### config.mk
export PLATFORM = sky130hd
export DESIGN_NAME = codec_rst_seq
export DESIGN_NICKNAME = d
export VERILOG_FILES = /design/src/rtl/codec_rst_pkg.sv /design/src/rtl/codec_rst_tickdelay.sv /design/src/rtl/codec_rst_initseq.sv /design/src/rtl/codec_rst_gate.sv /design/src/rtl/codec_rst_seq.sv
export SDC_FILE = /design/constraint.sdc
export NUM_CORES = 1
export LEC_CHECK = 0
export BUFFER_PORTS_ARGS = -buffer_cell sky130_fd_sc_hd__buf_2
export CORE_UTILIZATION = 42
export CTS_CLUSTER_DIAMETER = 30
export DETAILED_ROUTE_END_ITERATION = 6
export GPL_TIMING_DRIVEN = 0
export PLACE_DENSITY_LB_ADDON = 0.15
export SLEW_MARGIN = 20
export SYNTH_ARGS = -nofsm -noshare
export SYNTH_HDL_FRONTEND = slang
export SYNTH_HIERARCHICAL = 1
export SYNTH_SLANG_ARGS = --single-unit
### constraint.sdc
create_clock -name clk -period 1.5 [get_ports clk]
set_input_delay 0.075 -clock clk [delete_from_list [all_inputs] [get_ports clk]]
set_output_delay 0.075 -clock clk [all_outputs]
set_load 0.01 [all_outputs]
### src/rtl/codec_rst_pkg.sv
package codec_rst_pkg;
   typedef enum logic [1:0] {
      ADC_PD   = 2'd0,
      ADC_INIT = 2'd1,
      ADC_RUN  = 2'd2
   } adc_st_e;
endpackage

### src/rtl/codec_rst_tickdelay.sv
// Aligns run-bit changes to the sample strobe and counts extra strobes.
module codec_rst_tickdelay #(
   parameter int ASSERT_TICKS  = 4,
   parameter int RELEASE_TICKS = 1
) (
   input  logic clk,
   input  logic rst_n,
   input  logic fs_tick,
   input  logic run_bit,
   output logic int_run
);
   localparam int MAXT = (ASSERT_TICKS > RELEASE_TICKS) ? ASSERT_TICKS : RELEASE_TICKS;
   localparam int CW   = $clog2(MAXT + 2);

   if (ASSERT_TICKS < 1 || RELEASE_TICKS < 1) begin : g_bad_ticks
      $error("tick counts must be at least 1");
   end

   logic          bit_q;
   logic          run_q;
   logic [CW-1:0] cnt;
   logic [CW-1:0] limit;
   logic          moved;
   logic          pending;

   assign limit   = run_bit ? CW'(RELEASE_TICKS) : CW'(ASSERT_TICKS);
   assign moved   = run_bit != bit_q;
   assign pending = run_bit != run_q;

   always_ff @(posedge clk or negedge rst_n) begin
      if (!rst_n) begin
         bit_q <= 1'b0;
         run_q <= 1'b0;
         cnt   <= '0;
      end else begin
         bit_q <= run_bit;
         if (moved || !pending) begin
            cnt <= '0;
         end else if (fs_tick) begin
            if (cnt == limit) begin
               run_q <= run_bit;
               cnt   <= '0;
            end else begin
               cnt <= cnt + 1'b1;
            end
         end
      end
   end

   assign int_run = run_q;

   p_edge_on_tick_r4: assert property (@(posedge clk) disable iff (!rst_n)
      (run_q != $past(run_q)) |-> $past(fs_tick));
   p_cnt_bound_r2: assert property (@(posedge clk) disable iff (!rst_n)
      cnt <= CW'(MAXT));
   p_idle_clear_r9: assert property (@(posedge clk) disable iff (!rst_n)
      (run_bit == run_q) |=> (cnt == '0));
endmodule

### src/rtl/codec_rst_initseq.sv
// ADC path state: power-down, init cycle of INIT_TICKS strobes, normal.
module codec_rst_initseq
   import codec_rst_pkg::*;
#(
   parameter int INIT_TICKS = 516
) (
   input  logic    clk,
   input  logic    rst_n,
   input  logic    fs_tick,
   input  logic    int_run,
   output adc_st_e state
);
   localparam int IW = $clog2(INIT_TICKS + 1);

   if (INIT_TICKS < 2) begin : g_bad_init
      $error("INIT_TICKS must be at least 2");
   end

   adc_st_e       st_q;
   logic [IW-1:0] icnt;

   always_ff @(posedge clk or negedge rst_n) begin
      if (!rst_n) begin
         st_q <= ADC_PD;
         icnt <= '0;
      end else if (!int_run) begin
         st_q <= ADC_PD;
         icnt <= '0;
      end else begin
         case (st_q)
            ADC_PD: begin
               st_q <= ADC_INIT;
               icnt <= '0;
            end
            ADC_INIT: if (fs_tick) begin
               if (icnt == IW'(INIT_TICKS - 1)) st_q <= ADC_RUN;
               else                             icnt <= icnt + 1'b1;
            end
            default: st_q <= ADC_RUN;
         endcase
      end
   end

   assign state = st_q;

   p_pd_follow_r10: assert property (@(posedge clk) disable iff (!rst_n)
      !int_run |=> (st_q == ADC_PD));
   p_enter_init_r5: assert property (@(posedge clk) disable iff (!rst_n)
      $rose(int_run) |=> (st_q == ADC_INIT));
   p_no_overflow_r5: assert property (@(posedge clk) disable iff (!rst_n)
      icnt < IW'(INIT_TICKS));
   p_run_on_tick_r5: assert property (@(posedge clk) disable iff (!rst_n)
      (st_q == ADC_RUN && $past(st_q) == ADC_INIT) |-> $past(fs_tick));
endmodule

### src/rtl/codec_rst_gate.sv
// Data gating for ADC samples and serial lanes; optional output register.
module codec_rst_gate #(
   parameter int DATA_W   = 24,
   parameter int SDO_N    = 2,
   parameter bit REG_GATE = 1'b0
) (
   input  logic              clk,
   input  logic              rst_n,
   input  logic              adc_open,
   input  logic              lane_open,
   input  logic [DATA_W-1:0] adc_din,
   input  logic [SDO_N-1:0]  sdo_din,
   output logic [DATA_W-1:0] adc_dout,
   output logic [SDO_N-1:0]  sdo_out
);
   if (DATA_W < 1 || SDO_N < 1) begin : g_bad_w
      $error("DATA_W and SDO_N must be positive");
   end

   logic [DATA_W-1:0] adc_g;
   logic [SDO_N-1:0]  sdo_g;

   assign adc_g = adc_open ? adc_din : '0;

   for (genvar i = 0; i < SDO_N; i++) begin : g_lane
      assign sdo_g[i] = sdo_din[i] & lane_open;
   end

   if (REG_GATE) begin : g_reg
      always_ff @(posedge clk or negedge rst_n) begin
         if (!rst_n) begin
            adc_dout <= '0;
            sdo_out  <= '0;
         end else begin
            adc_dout <= adc_g;
            sdo_out  <= sdo_g;
         end
      end
   end else begin : g_comb
      assign adc_dout = adc_g;
      assign sdo_out  = sdo_g;
   end
endmodule

### src/rtl/codec_rst_seq.sv
module codec_rst_seq
   import codec_rst_pkg::*;
#(
   parameter int DATA_W        = 24,
   parameter int SDO_N         = 2,
   parameter int ASSERT_TICKS  = 4,
   parameter int RELEASE_TICKS = 1,
   parameter int INIT_TICKS    = 516,
   parameter bit REG_GATE      = 1'b0
) (
   input  logic              clk,
   input  logic              rst_n,
   input  logic              fs_tick,
   input  logic              run_bit,
   input  logic [DATA_W-1:0] adc_din,
   input  logic [SDO_N-1:0]  sdo_din,
   output logic              int_run,
   output logic [1:0]        adc_state,
   output logic [DATA_W-1:0] adc_dout,
   output logic [SDO_N-1:0]  sdo_out,
   output logic              dac_en
);
   adc_st_e st;

   codec_rst_tickdelay #(
      .ASSERT_TICKS (ASSERT_TICKS),
      .RELEASE_TICKS(RELEASE_TICKS)
   ) u_delay (
      .clk    (clk),
      .rst_n  (rst_n),
      .fs_tick(fs_tick),
      .run_bit(run_bit),
      .int_run(int_run)
   );

   codec_rst_initseq #(
      .INIT_TICKS(INIT_TICKS)
   ) u_init (
      .clk    (clk),
      .rst_n  (rst_n),
      .fs_tick(fs_tick),
      .int_run(int_run),
      .state  (st)
   );

   codec_rst_gate #(
      .DATA_W  (DATA_W),
      .SDO_N   (SDO_N),
      .REG_GATE(REG_GATE)
   ) u_gate (
      .clk      (clk),
      .rst_n    (rst_n),
      .adc_open (st == ADC_RUN),
      .lane_open(int_run),
      .adc_din  (adc_din),
      .sdo_din  (sdo_din),
      .adc_dout (adc_dout),
      .sdo_out  (sdo_out)
   );

   assign adc_state = st;
   assign dac_en    = int_run;

   p_init_blocks_data_r6: assert property (@(posedge clk) disable iff (!rst_n)
      (!REG_GATE && st == ADC_INIT) |-> (adc_dout == '0));
   p_pd_lanes_low_r7: assert property (@(posedge clk) disable iff (!rst_n)
      (!REG_GATE && !int_run) |-> (sdo_out == '0));
endmodule

==> metrics.md, run 1 <==
| Metric | Value |
|---|---|
| Status | `finished, violations left` |
| Failing checks | `design-rule violations, negative setup slack` |
| Fin. Hold Viols | `0` |
| Initial core utilization | `45.00%` |
| Yosys warnings | `6` |
| FFs w/ async S/R, synth | `100.0%` |
| Gr usage total | `21.49%` |
| Io pins | `60` |
| Min Tclk post-route | `1809 ps` |
| Total number of vias | `roughly 1400` |
| WL/cell | `14.88 um` |
| Die height | `approximately 57 um` |
| FP Rows | `19` |
| Initial antenna violation count | `0` |
| Hold_ws | `between 100 and 150 ps` |
| Top cells by area, synth | `dfrtp_1 (34%), and2_2 (11%), nand2_1 (4.8%)` |
| Fmax | `between 0.5 and 0.6 GHz` |
| Dpl ws | `-224.0 ps` |
| Worst setup path start | `u_init/icnt[8]$_DFFE_PN0P_` |
| Clock slew seen by the registers of the worst setup and hold paths | `between 100 and 150 ps` |
| Xor and xnor area share after synthesis | `0%` |
| Storage cell area | `roughly 430 um2` |
| Worst R2R Path Depth | `5` |
| Critical R2R Capture | `u_init/icnt[6]$_DFFE_PN0P_` |
| End point of the critical path | `u_init/icnt[6]$_DFFE_PN0P_` |
| Number of global-route vias before repair | `around 1200` |
| Setup Skew | `approximately 6.3 ps` |
| Final count of negative-setup-slack endpoints | `12` |
| Post-Syn Nets | `roughly 180` |
| Compound-cell area share of the yosys netlist | `between 20% and 30%` |
| Hold Path Class | `primary input to flop` |
| Top-area cell type share of the netlist area | `between 30% and 40%` |
| Top_reg_cell synth | `dfrtp_1` |
| Cell area after placement | `1599 um2` |
| Buffers on Ports | `59` |
| CP endpoint kind | `flop` |
| WS Path Type | `flop to flop` |
| FF-to-FF setup slack | `-310 ps` |
| Min setup slack post-route | `-309.0 ps` |
| CTS Buf Count | `3` |
| DR iter-0 viols | `~90` |
| Residual DRC | `10` |
| Mapped Area | `~1300 um2` |
| Detailed placement HPWL | `between 2 and 2.5 mm` |
| Vias/cell | `5.765` |
| P&R area growth vs syn | `44.60%` |
| CP cell instances | `or4b_4, o31ai_4, buf_6, a211oi_1, o22ai_1` |
| Worst EP required | `approximately 1700 ps` |
| Seq/Total Area, Yosys | `around 34%` |
| Post-synthesis mux area share | `0%` |
| Reg-to-Reg Start | `u_init/icnt[8]$_DFFE_PN0P_` |
| Yosys top cell by area | `dfrtp_1` |
| Antenna cells | `0` |
| Lkg Pwr | `about 0.00090 uW` |
| Final Net Count | `around 250` |
| Fin crit share | `120.6%` |
| Slowest cell on crit path | `or4b_4` |
| Worst-Skew Late Latency | `around 290 ps` |
| Remaining antenna violation count | `0` |
| Die area | `around 3200 um2` |
| Largest family of logic cells by synthesized area | `simple AND/OR/NAND/NOR gates` |
| TritonCTS clock tree | `done` |
| Multi-input gate area | `805.8 um2` |
| Fill count | `227` |
| Clock sinks | `17` |
| RD Place Congestion | `~0.84` |
| Yosys reg bits | `17` |
| CP peak stage delay | `approximately 590 ps` |
| Final core occ | `about two thirds` |
| Worst Path Max Fanout | `5` |
| H-Tree Depth | `1` |
| Unrepaired setup endpoints after global routing | `true` |
| Total Routed Length | `between 3 and 4 mm` |
| Fin. max-slew vios | `0` |
| Worst-Margin Slew | `roughly 510 ps` |
| CP startpoint kind | `flop` |
| Grt ovf | `0` |
| Post-synth EDFFs | `0` |
| Top-count cell post-synth | `and2_2` |
| Avg Synthesized Cell Area | `about 8.7 um2` |
| Layout cell share with drive strength beyond 1 | `between 50% and 60%` |
| Adder-cell share of the synthesized area | `approximately 2%` |
| DIE WIDTH | `about 57 um` |
| Pwr dens | `around 670 nW/um2` |
| Post-Synth Simple-Gate Area | `about 37%` |
| Slew margin rel. | `approximately two thirds` |
| First-pass GRT wire length | `5.416 mm` |
| Commonest cells post-synth | `and2_2 (18), dfrtp_1 (17), nand2_1 (16)` |
| Clock Tree Root | `clkbuf_4` |
| Largest vdd supply drop | `0.5046 mV` |
| Design area | `~1800 um2` |
| Core area | `~2800 um2` |
| Clock tree buffer depth | `2` |
| Largest net degree at the start of global routing | `18` |
| Crit path DAT | `2010 ps` |
| Synth Instances | `roughly 150` |
| Max-cap viol count | `0` |
| Synth cell types | `40` |
| Pre-Repair DR Iteration Count | `6` |
logic make-up (layout without fill, tap and decap cells):
group | after synthesis | in the layout
buffers and inverters | 13 | 84
AND/OR/NAND/NOR | 77 | 77
adder cells (fa/ha/maj) | 2 | 2
AO/OA/AOI/OAI | 36 | 36
flip-flops | 17 | 17
placed cells by master, fill, tap and decap left out, types with 2 or more instances in the layout:
master	n
buf_2	49
buf_6	17
nand2_1	16
dfrtp_1	14
and2_2	13
and2_1	7
and2_4	7
a21oi_1	6
nor2_1	6
a211oi_1	6
buf_4	5
nand3_1	5
clkbuf_4	4
inv_1	4
or3_1	4
o22ai_1	4
nor3_1	4
a31oi_1	3
dfrtp_2	3
dlygate4sd3_1	2
and3b_1	2
o21ai_1	2
o21a_1	2
ha_1	2
and3_1	2
and3_2	2
o32ai_1	2
critical path: cells and delay by family, from the launching register on:
| kind | cells | cell delay [ps] |
|---|---|---|
| AND/OR/NAND/NOR | 1 | 590 |
| AO/OA/AOI/OAI | 3 | 530 |
| flip-flops | 1 | 430 |
| buffers and inverters | 1 | 160 |
sequential cells by signal, indices dropped and copies added (netlist names):
name	count
u_init/state	2
u_delay/int_run	1
u_delay/cnt	3
u_delay/bit_q	1
u_init/icnt	10
how the worst min path moves through the flow:
| stage | startpoint | to | depth (start not counted) |
|---|---|---|---|
| floorplan | rst_n | u_delay/bit_q$_DFF_PN0_ | 0 |
| global placement | rst_n | u_init/icnt[3]$_DFFE_PN0P_ | 1 |
| detailed placement | rst_n | u_init/icnt[3]$_DFFE_PN0P_ | 1 |
| CTS | fs_tick | u_delay/cnt[1]$_DFFE_PN0P_ | 2 |
| global route | fs_tick | u_delay/cnt[1]$_DFFE_PN0P_ | 2 |
| finish | fs_tick | u_delay/cnt[1]$_DFFE_PN0P_ | 2 |
report_power, final:
part           internal [uW]  switching, uW  total, uW
sequential               522           96.4        619
combinational            160            183        343
clock                   99.2            153        252
total                    782            432       1210
repair_timing:
item,CTS,global route
resized for setup,6,25
setup buffers,2,2
hold buffers,2,0
cloned,1,2
hold endpoints to repair,18,0
endpoints found under the setup margin,31,21
pin swaps,2,3
metal layers:
metal	wire length (um)	GRT usage, %	up-vias	part of all wire [%]
met5	0	0	-	0
met4	111	6.272	0	3.0
met3	284	5.069	18	7.7
met2	1890	39.46	80	51
met1	1389	24.57	656	38
li1	-	-	670	-
area by class of cell:
class | instances | area share (%)
multi-input cells | 115 | 44.14
plain buffers | 7 | 3.153
clock buffers | 3 | 1.234
flip-flops and latches | 17 | 23.51
clock inverters | 1 | 0.2742
well taps | 31 | 2.125
inverters | 5 | 1.028
repair buffers | 68 | 24.54
through the flow:
stage | std cells | setup TNS (ps) | power, uW
2_1_floorplan | 145 | -488.8 | 786.9
3_3_place_gp | 235 | -1733 | 883.6
3_5_place_dp | 235 | -1818 | 894.3
4_1_cts | 243 | -1765 | 1169
5_1_grt | 247 | -3190 | 1266
6_report | 247 | -2209 | 1214
(Power assumes the default switching activity.)
==> inputs of run 2 (changes only) <==
Settings changed: RECOVER_POWER from default to 100.
==> run 2 against run 1 <==
  * Highest routed layer unchanged
  * Clock-buffer cell count did not move
  * Final cell count did not move
  * Clock skew fell by 2.6 ps
  * Global-route usage did not move
  * First-iteration DRC count is 9.0% lower
  * Register-to-register slack about the same
  * Largest power group unchanged
  * The run still ends with design-rule violations, negative setup slack left
==> metrics.md, run 2 (synthesized netlist as in run 1, its figures left out) <==
| Metric | Value |
|---|---|
| Status | `finished, violations left (unchanged)` |
| Failing checks | `design-rule violations, negative setup slack (unchanged)` |
| Fin. Hold Viols | `0 (unchanged)` |
| Dpl ws | `-224.0 ps (unchanged)` |
| Final Net Count | `249 (unchanged)` |
| CP endpoint kind | `flop (unchanged)` |
| Io pins | `60 (unchanged)` |
| Fmax | `0.5487 GHz (was 0.5528 GHz)` |
| P&R area growth vs syn | `43.90% (was 44.60%)` |
| Worst-Skew Late Latency | `290 ps (about the same)` |
| Pwr dens | `668.6 nW/um2 (was 665.1 nW/um2)` |
| Clock slew seen by the registers of the worst setup and hold paths | `110 ps (about the same)` |
| CP startpoint kind | `flop (unchanged)` |
| Final core occ | `64.76% (was 65.08%)` |
| Layout cell share with drive strength beyond 1 | `49.07% (was 51.39%)` |
| TritonCTS clock tree | `done (unchanged)` |
| Total Routed Length | `3.693 mm (was 3.676 mm)` |
| CP cell instances | `or4b_4, o31ai_4, buf_6, a211oi_1, o22ai_1 (unchanged)` |
| Detailed placement HPWL | `2.377 mm (unchanged)` |
| TNS Setup | `-2893 ps (was -2209 ps)` |
| Largest net degree at the start of global routing | `18 (unchanged)` |
| H-Tree Depth | `1 (unchanged)` |
| Initial core utilization | `45.00% (unchanged)` |
| Pre-Repair DR Iteration Count | `6 (unchanged)` |
| Most frequent cells in the layout | `buf_2 (42), buf_6 (17), nand2_1 (16) (was buf_2 (49), buf_6 (17), nand2_1 (16))` |
| Worst Path Max Fanout | `6 (was 5)` |
| Min setup slack post-route | `-322.5 ps (was -309.0 ps)` |
| Cell area after placement | `1599 um2 (unchanged)` |
| Worst EP required | `1700 ps (about the same)` |
| Crit path DAT | `2020 ps (was 2010 ps)` |
| Final count of negative-setup-slack endpoints | `31 (was 12)` |
| Slowest cell on crit path | `or4b_4 (unchanged)` |
| Hold Path Class | `primary input to flop (unchanged)` |
| Initial antenna violation count | `0 (unchanged)` |
| Buffers on Ports | `59 (unchanged)` |
| CP peak stage delay | `580 ps (was 590 ps)` |
| Clock Tree Root | `clkbuf_4 (unchanged)` |
| Fin. max-slew vios | `0 (unchanged)` |
| FP Rows | `19 (unchanged)` |
| Fill count | `229 (was 227)` |
| Remaining antenna violation count | `0 (unchanged)` |
| WL/cell | `14.95 um (was 14.88 um)` |
| Gr usage total | `21.49% (unchanged)` |
| Max-cap viol count | `0 (unchanged)` |
| WS Path Type | `flop to flop (unchanged)` |
| Antenna cells | `0 (unchanged)` |
| Unrepaired setup endpoints after global routing | `true (unchanged)` |
| DIE WIDTH | `56.83 um (unchanged)` |
| Setup Skew | `3.679 ps (was 6.251 ps)` |
| Fin crit share | `121.5% (was 120.6%)` |
| Most common cell after layout, fill and taps aside | `buf_2 (unchanged)` |
| Min Tclk post-route | `1823 ps (was 1809 ps)` |
| Largest vdd supply drop | `0.5021 mV (was 0.5046 mV)` |
| Slew margin rel. | `37.94% (was 65.58%)` |
| Residual DRC | `10 (unchanged)` |
| Core area | `2805 um2 (unchanged)` |
| Grt ovf | `0 (unchanged)` |
| First-pass GRT wire length | `5.416 mm (unchanged)` |
| CTS Buf Count | `3 (unchanged)` |
| DR iter-0 viols | `81 (was 89)` |
| RD Place Congestion | `0.8407 (unchanged)` |
| Worst-Margin Slew | `930.9 ps (was 512.4 ps)` |
| Clock tree buffer depth | `2 (unchanged)` |
| Design area | `1817 um2 (was 1826 um2)` |
| Storage cell area | `427.9 um2 (was 429.2 um2)` |
| Clock sinks | `17 (unchanged)` |
| Number of global-route vias before repair | `1247 (unchanged)` |
| Die height | `56.83 um (unchanged)` |
| Max FFs per register | `10 (unchanged)` |
| Multi-input gate area | `805.8 um2 (unchanged)` |
| Lkg Pwr | `0.0008836 uW (was 0.0008956 uW)` |
| Total number of vias | `1417 (was 1424)` |
| Vias/cell | `5.737 (was 5.765)` |
| Power Total | `1215 uW (was 1214 uW)` |
| Die area | `3229 um2 (unchanged)` |
| Biggest register | `u_init/icnt (unchanged)` |
[run 2: final cells by class]
type / count / share of cell area [%]
multi-input combinational: 115 / 44.35
timing repair buffer: 68 / 24.24
sequential: 17 / 23.55
buffer: 7 / 3.168
tap: 31 / 2.135
clock buffer: 3 / 1.240
inverter: 5 / 1.033
clock inverter: 1 / 0.2755
[run 2: layer usage]
metal / part of all wire, % / track usage, % / wire length [um] / up-vias
li1: - / - / - / 670
met1: 38 / 24.57 / 1391 / 655
met5: 0 / 0 / 0 / -
met2: 52 / 39.46 / 1915 / 80
met3: 8.2 / 5.069 / 304 / 12
met4: 2.2 / 6.272 / 81 / 0
[run 2: path summary, 6_finish.rpt]
check / from / endpoint / slack, ps / cells after the start
hold / removal: fs_tick / u_delay/cnt[1]$_DFFE_PN0P_ / 100 / 2
setup reg to reg: u_init/icnt[3]$_DFFE_PN0P_ / u_init/icnt[6]$_DFFE_PN0P_ / -320 / 5
max in group asynchronous: rst_n / u_init/state[0]$_DFFE_PN0P_ / 450 / 2
min in group asynchronous: rst_n / u_init/icnt[0]$_DFFE_PN0P_ / 420 / 2
setup / recovery: u_init/icnt[3]$_DFFE_PN0P_ / u_init/icnt[6]$_DFFE_PN0P_ / -320 / 5
hold reg to reg: u_init/icnt[7]$_DFFE_PN0P_ / u_init/icnt[7]$_DFFE_PN0P_ / 540 / 1
[run 2: power by group]
| part | internal [uW] | switching, uW | leakage, uW |
|---|---|---|---|
| clock network | 99.2 | 155 | 0.0000177 |
| registers | 522 | 96.2 | 0.000216 |
| logic | 159 | 183 | 0.000650 |
[run 2: metrics by stage]
stage,hold WS (ps),cells
2_1_floorplan,-220.6,145
5_1_grt,111.8,247
3_3_place_gp,15.27,235
6_report,103.8,247
4_1_cts,99.29,243
3_5_place_dp,23.39,235
[run 2: timing repair]
item	CTS	global route
resized for setup	6	25
buffers inserted	2	2
endpoints found under the hold margin	18	0
hold buffers	2	0
setup endpoints to repair	31	21
pin swaps	2	3
gates cloned	1	2
[run 2: worst max-delay path: cells and delay by family (launching register included)]
kind	cells	cell delay, ps
AOI/OAI and AO/OA	3	540
buffers and inverters	1	160
DFF	1	450
and+or+nand+nor	1	580
==> inputs of run 3 (changes only) <==
Settings changed: SKIP_LAST_GASP from default to 1.
==> run 3 against run 2 <==
  * The run still ends with design-rule violations, negative setup slack left
  * Global-route usage unchanged
  * Sequential cell count unchanged
  * Design area decreased by 1.6%
  * Sequential share of layout area increased by 0.38 points
  * Wire length decreased by 0.89%
  * Maximum frequency increased by 0.37%
  * Sequential power about the same
  * Register-to-register slack about the same
  * Critical endpoint unchanged
  * Die area unchanged
  * Non-clock buffer count unchanged
  * Hold slack got worse by 2.4 ps
  * Via count increased by 1.8%
==> metrics.md, run 3 (synthesized netlist as in run 1, its figures left out) <==
| Metric | Value |
|---|---|
| Status | `finished, violations left (unchanged)` |
| Failing checks | `design-rule violations, negative setup slack (unchanged)` |
| Sw power | `437.4 uW (was 434.1 uW)` |
| Fin. max-slew vios | `0 (unchanged)` |
| Final Net Count | `249 (unchanged)` |
| Min setup slack post-route | `-315.9 ps (was -322.5 ps)` |
| Fmax | `0.5507 GHz (was 0.5487 GHz)` |
| RD Place Congestion | `0.8407 (unchanged)` |
| Clock slew seen by the registers of the worst setup and hold paths | `110 ps (about the same)` |
| Hold_ws | `101.4 ps (was 103.8 ps)` |
| Biggest register | `u_init/icnt (unchanged)` |
| Power Total | `1218 uW (was 1215 uW)` |
| Detailed placement HPWL | `2.377 mm (unchanged)` |
| Buffers on Ports | `59 (unchanged)` |
| Sw Share | `35.91% (was 35.74%)` |
| Comb pwr share | `28.2% (about the same)` |
| Pre-Repair DR Iteration Count | `7 (was 6)` |
| Core area | `2805 um2 (unchanged)` |
| Clock Tree Root | `clkbuf_4 (unchanged)` |
| Max FFs per register | `10 (unchanged)` |
| Clock share of power | `21.0% (was 20.9%)` |
| Die height | `56.83 um (unchanged)` |
| Largest vdd supply drop | `0.5035 mV (was 0.5021 mV)` |
| FP Rows | `19 (unchanged)` |
| Unrepaired setup endpoints after global routing | `true (unchanged)` |
| H-Tree Depth | `1 (unchanged)` |
| Clock sinks | `17 (unchanged)` |
| Initial core utilization | `45.00% (unchanged)` |
| Grt ovf | `0 (unchanged)` |
| P&R area growth vs syn | `41.62% (was 43.90%)` |
| Clock tree buffer depth | `2 (unchanged)` |
| Layout cell share with drive strength beyond 1 | `48.61% (was 49.07%)` |
| Worst EP required | `1700 ps (about the same)` |
| Residual DRC | `10 (unchanged)` |
| Largest net degree at the start of global routing | `18 (unchanged)` |
| CP endpoint kind | `flop (unchanged)` |
| First-pass GRT wire length | `5.416 mm (unchanged)` |
| Slew margin rel. | `39.15% (was 37.94%)` |
| Io pins | `60 (unchanged)` |
| DR iter-0 viols | `100 (was 81)` |
| Total number of vias | `1443 (was 1417)` |
| Total Routed Length | `3.660 mm (was 3.693 mm)` |
| Die area | `3229 um2 (unchanged)` |
| Post-Layout Cell Count | `247 (unchanged)` |
| Most frequent cells in the layout | `buf_2 (46), nand2_1 (16), dfrtp_1 (15) (was buf_2 (42), buf_6 (17), nand2_1 (16))` |
| CP cell instances | `or4b_4, o31ai_4, buf_6, a211oi_1, o22ai_1 (unchanged)` |
| Part of the power in registers | `50.8% (was 50.9%)` |
| WL/cell | `14.82 um (was 14.95 um)` |
| Fin. Hold Viols | `0 (unchanged)` |
| Setup Skew | `3.549 ps (was 3.679 ps)` |
| Crit path DAT | `2020 ps (about the same)` |
| Placed cells | `235 (unchanged)` |
| Fin crit share | `121.1% (was 121.5%)` |
| Initial antenna violation count | `0 (unchanged)` |
| DIE WIDTH | `56.83 um (unchanged)` |
| Min Tclk post-route | `1816 ps (was 1823 ps)` |
| Hold Path Class | `primary input to flop (unchanged)` |
| CP peak stage delay | `590 ps (was 580 ps)` |
| Worst-Margin Slew | `912.7 ps (was 930.9 ps)` |
| Antenna cells | `0 (unchanged)` |
| WS Path Type | `flop to flop (unchanged)` |
| Final count of negative-setup-slack endpoints | `32 (was 31)` |
| Slowest cell on crit path | `or4b_4 (unchanged)` |
| Most common cell after layout, fill and taps aside | `buf_2 (unchanged)` |
| Vias/cell | `5.842 (was 5.737)` |
| Number of global-route vias before repair | `1247 (unchanged)` |
| TritonCTS clock tree | `done (unchanged)` |
| Remaining antenna violation count | `0 (unchanged)` |
| FF-to-FF setup slack | `-320 ps (about the same)` |
| Pwr dens | `681.3 nW/um2 (was 668.6 nW/um2)` |
| CP startpoint kind | `flop (unchanged)` |
| Max-cap viol count | `0 (unchanged)` |
| Worst Path Max Fanout | `5 (was 6)` |
| Gr usage total | `21.49% (unchanged)` |
| Lkg Pwr | `0.0008794 uW (was 0.0008836 uW)` |
| Worst-Skew Late Latency | `300 ps (was 290 ps)` |
| CTS Buf Count | `3 (unchanged)` |
| Internal power | `780.7 uW (was 780.6 uW)` |
-- run 3: cell counts in the layout (fill, tap and decap cells not counted) --
Identical to the previous run, type by type.
-- run 3: timing repair --
item                                   CTS  global route
setup endpoints to repair               31            21
hold buffers                             2             0
pin swaps                                2             1
endpoints found under the hold margin   18             0
buffers inserted                         2             2
cloned                                   1             2
gates resized for setup                  6            19
-- run 3: critical path: cells and delay by family (launching register included) --
family | cells | cell delay, ps
compound gates | 3 | 540
buf+inv | 1 | 160
flops | 1 | 440
simple gates | 1 | 590
-- run 3: final timing paths --
check,from,endpoint,cells after the start
setup / recovery,u_init/icnt[8]$_DFFE_PN0P_,u_init/icnt[6]$_DFFE_PN0P_,5
hold / removal,fs_tick,u_delay/cnt[1]$_DFFE_PN0P_,2
setup reg to reg,u_init/icnt[8]$_DFFE_PN0P_,u_init/icnt[6]$_DFFE_PN0P_,5
hold reg to reg,u_init/icnt[8]$_DFFE_PN0P_,u_init/icnt[8]$_DFFE_PN0P_,1
max in group asynchronous,rst_n,u_init/state[0]$_DFFE_PN0P_,2
min in group asynchronous,rst_n,u_init/icnt[0]$_DFFE_PN0P_,2
-- run 3: metal layers --
layer	track usage, %	vias up	wire (um)
li1	-	671	-
met1	24.57	660	1393
met2	39.46	94	1845
met3	5.069	18	318
met4	6.272	0	103
met5	0	-	0
-- run 3: cell type report --
| class | count | area [um2] |
|---|---|---|
| plain buffers | 7 | 57.56 |
| clock buffers | 3 | 22.52 |
| clock inverters | 1 | 5.005 |
| fillers | 237 | 1017 |
| inverters | 5 | 18.77 |
| multi-input cells | 115 | 802.0 |
| flip-flops and latches | 17 | 427.9 |
| well taps | 31 | 38.79 |
| repair buffers | 68 | 415.4 |
-- run 3: power by group through the flow --
stage | combinational [uW] | sequential, uW | clock (uW)
after floorplan | 196 | 591 | 0
after global placement | 270 | 614 | 0
after detailed placement | 277 | 617 | 0
after CTS | 308 | 605 | 256
after global routing | 369 | 621 | 275
final | 344 | 618 | 256
-- run 3: stage by stage --
step | setup TNS, ps | setup slack (ps) | util [%] | instance area [um2]
finish | -2695 | -315.9 | 63.74 | 1788
global route | -4686 | -373.2 | 63.74 | 1788
CTS | -1765 | -217.7 | 60.12 | 1687
detailed placement | -1818 | -224.0 | 57.00 | 1599
global placement | -1733 | -206.0 | 57.00 | 1599
floorplan | -488.8 | -70.63 | - | 1265
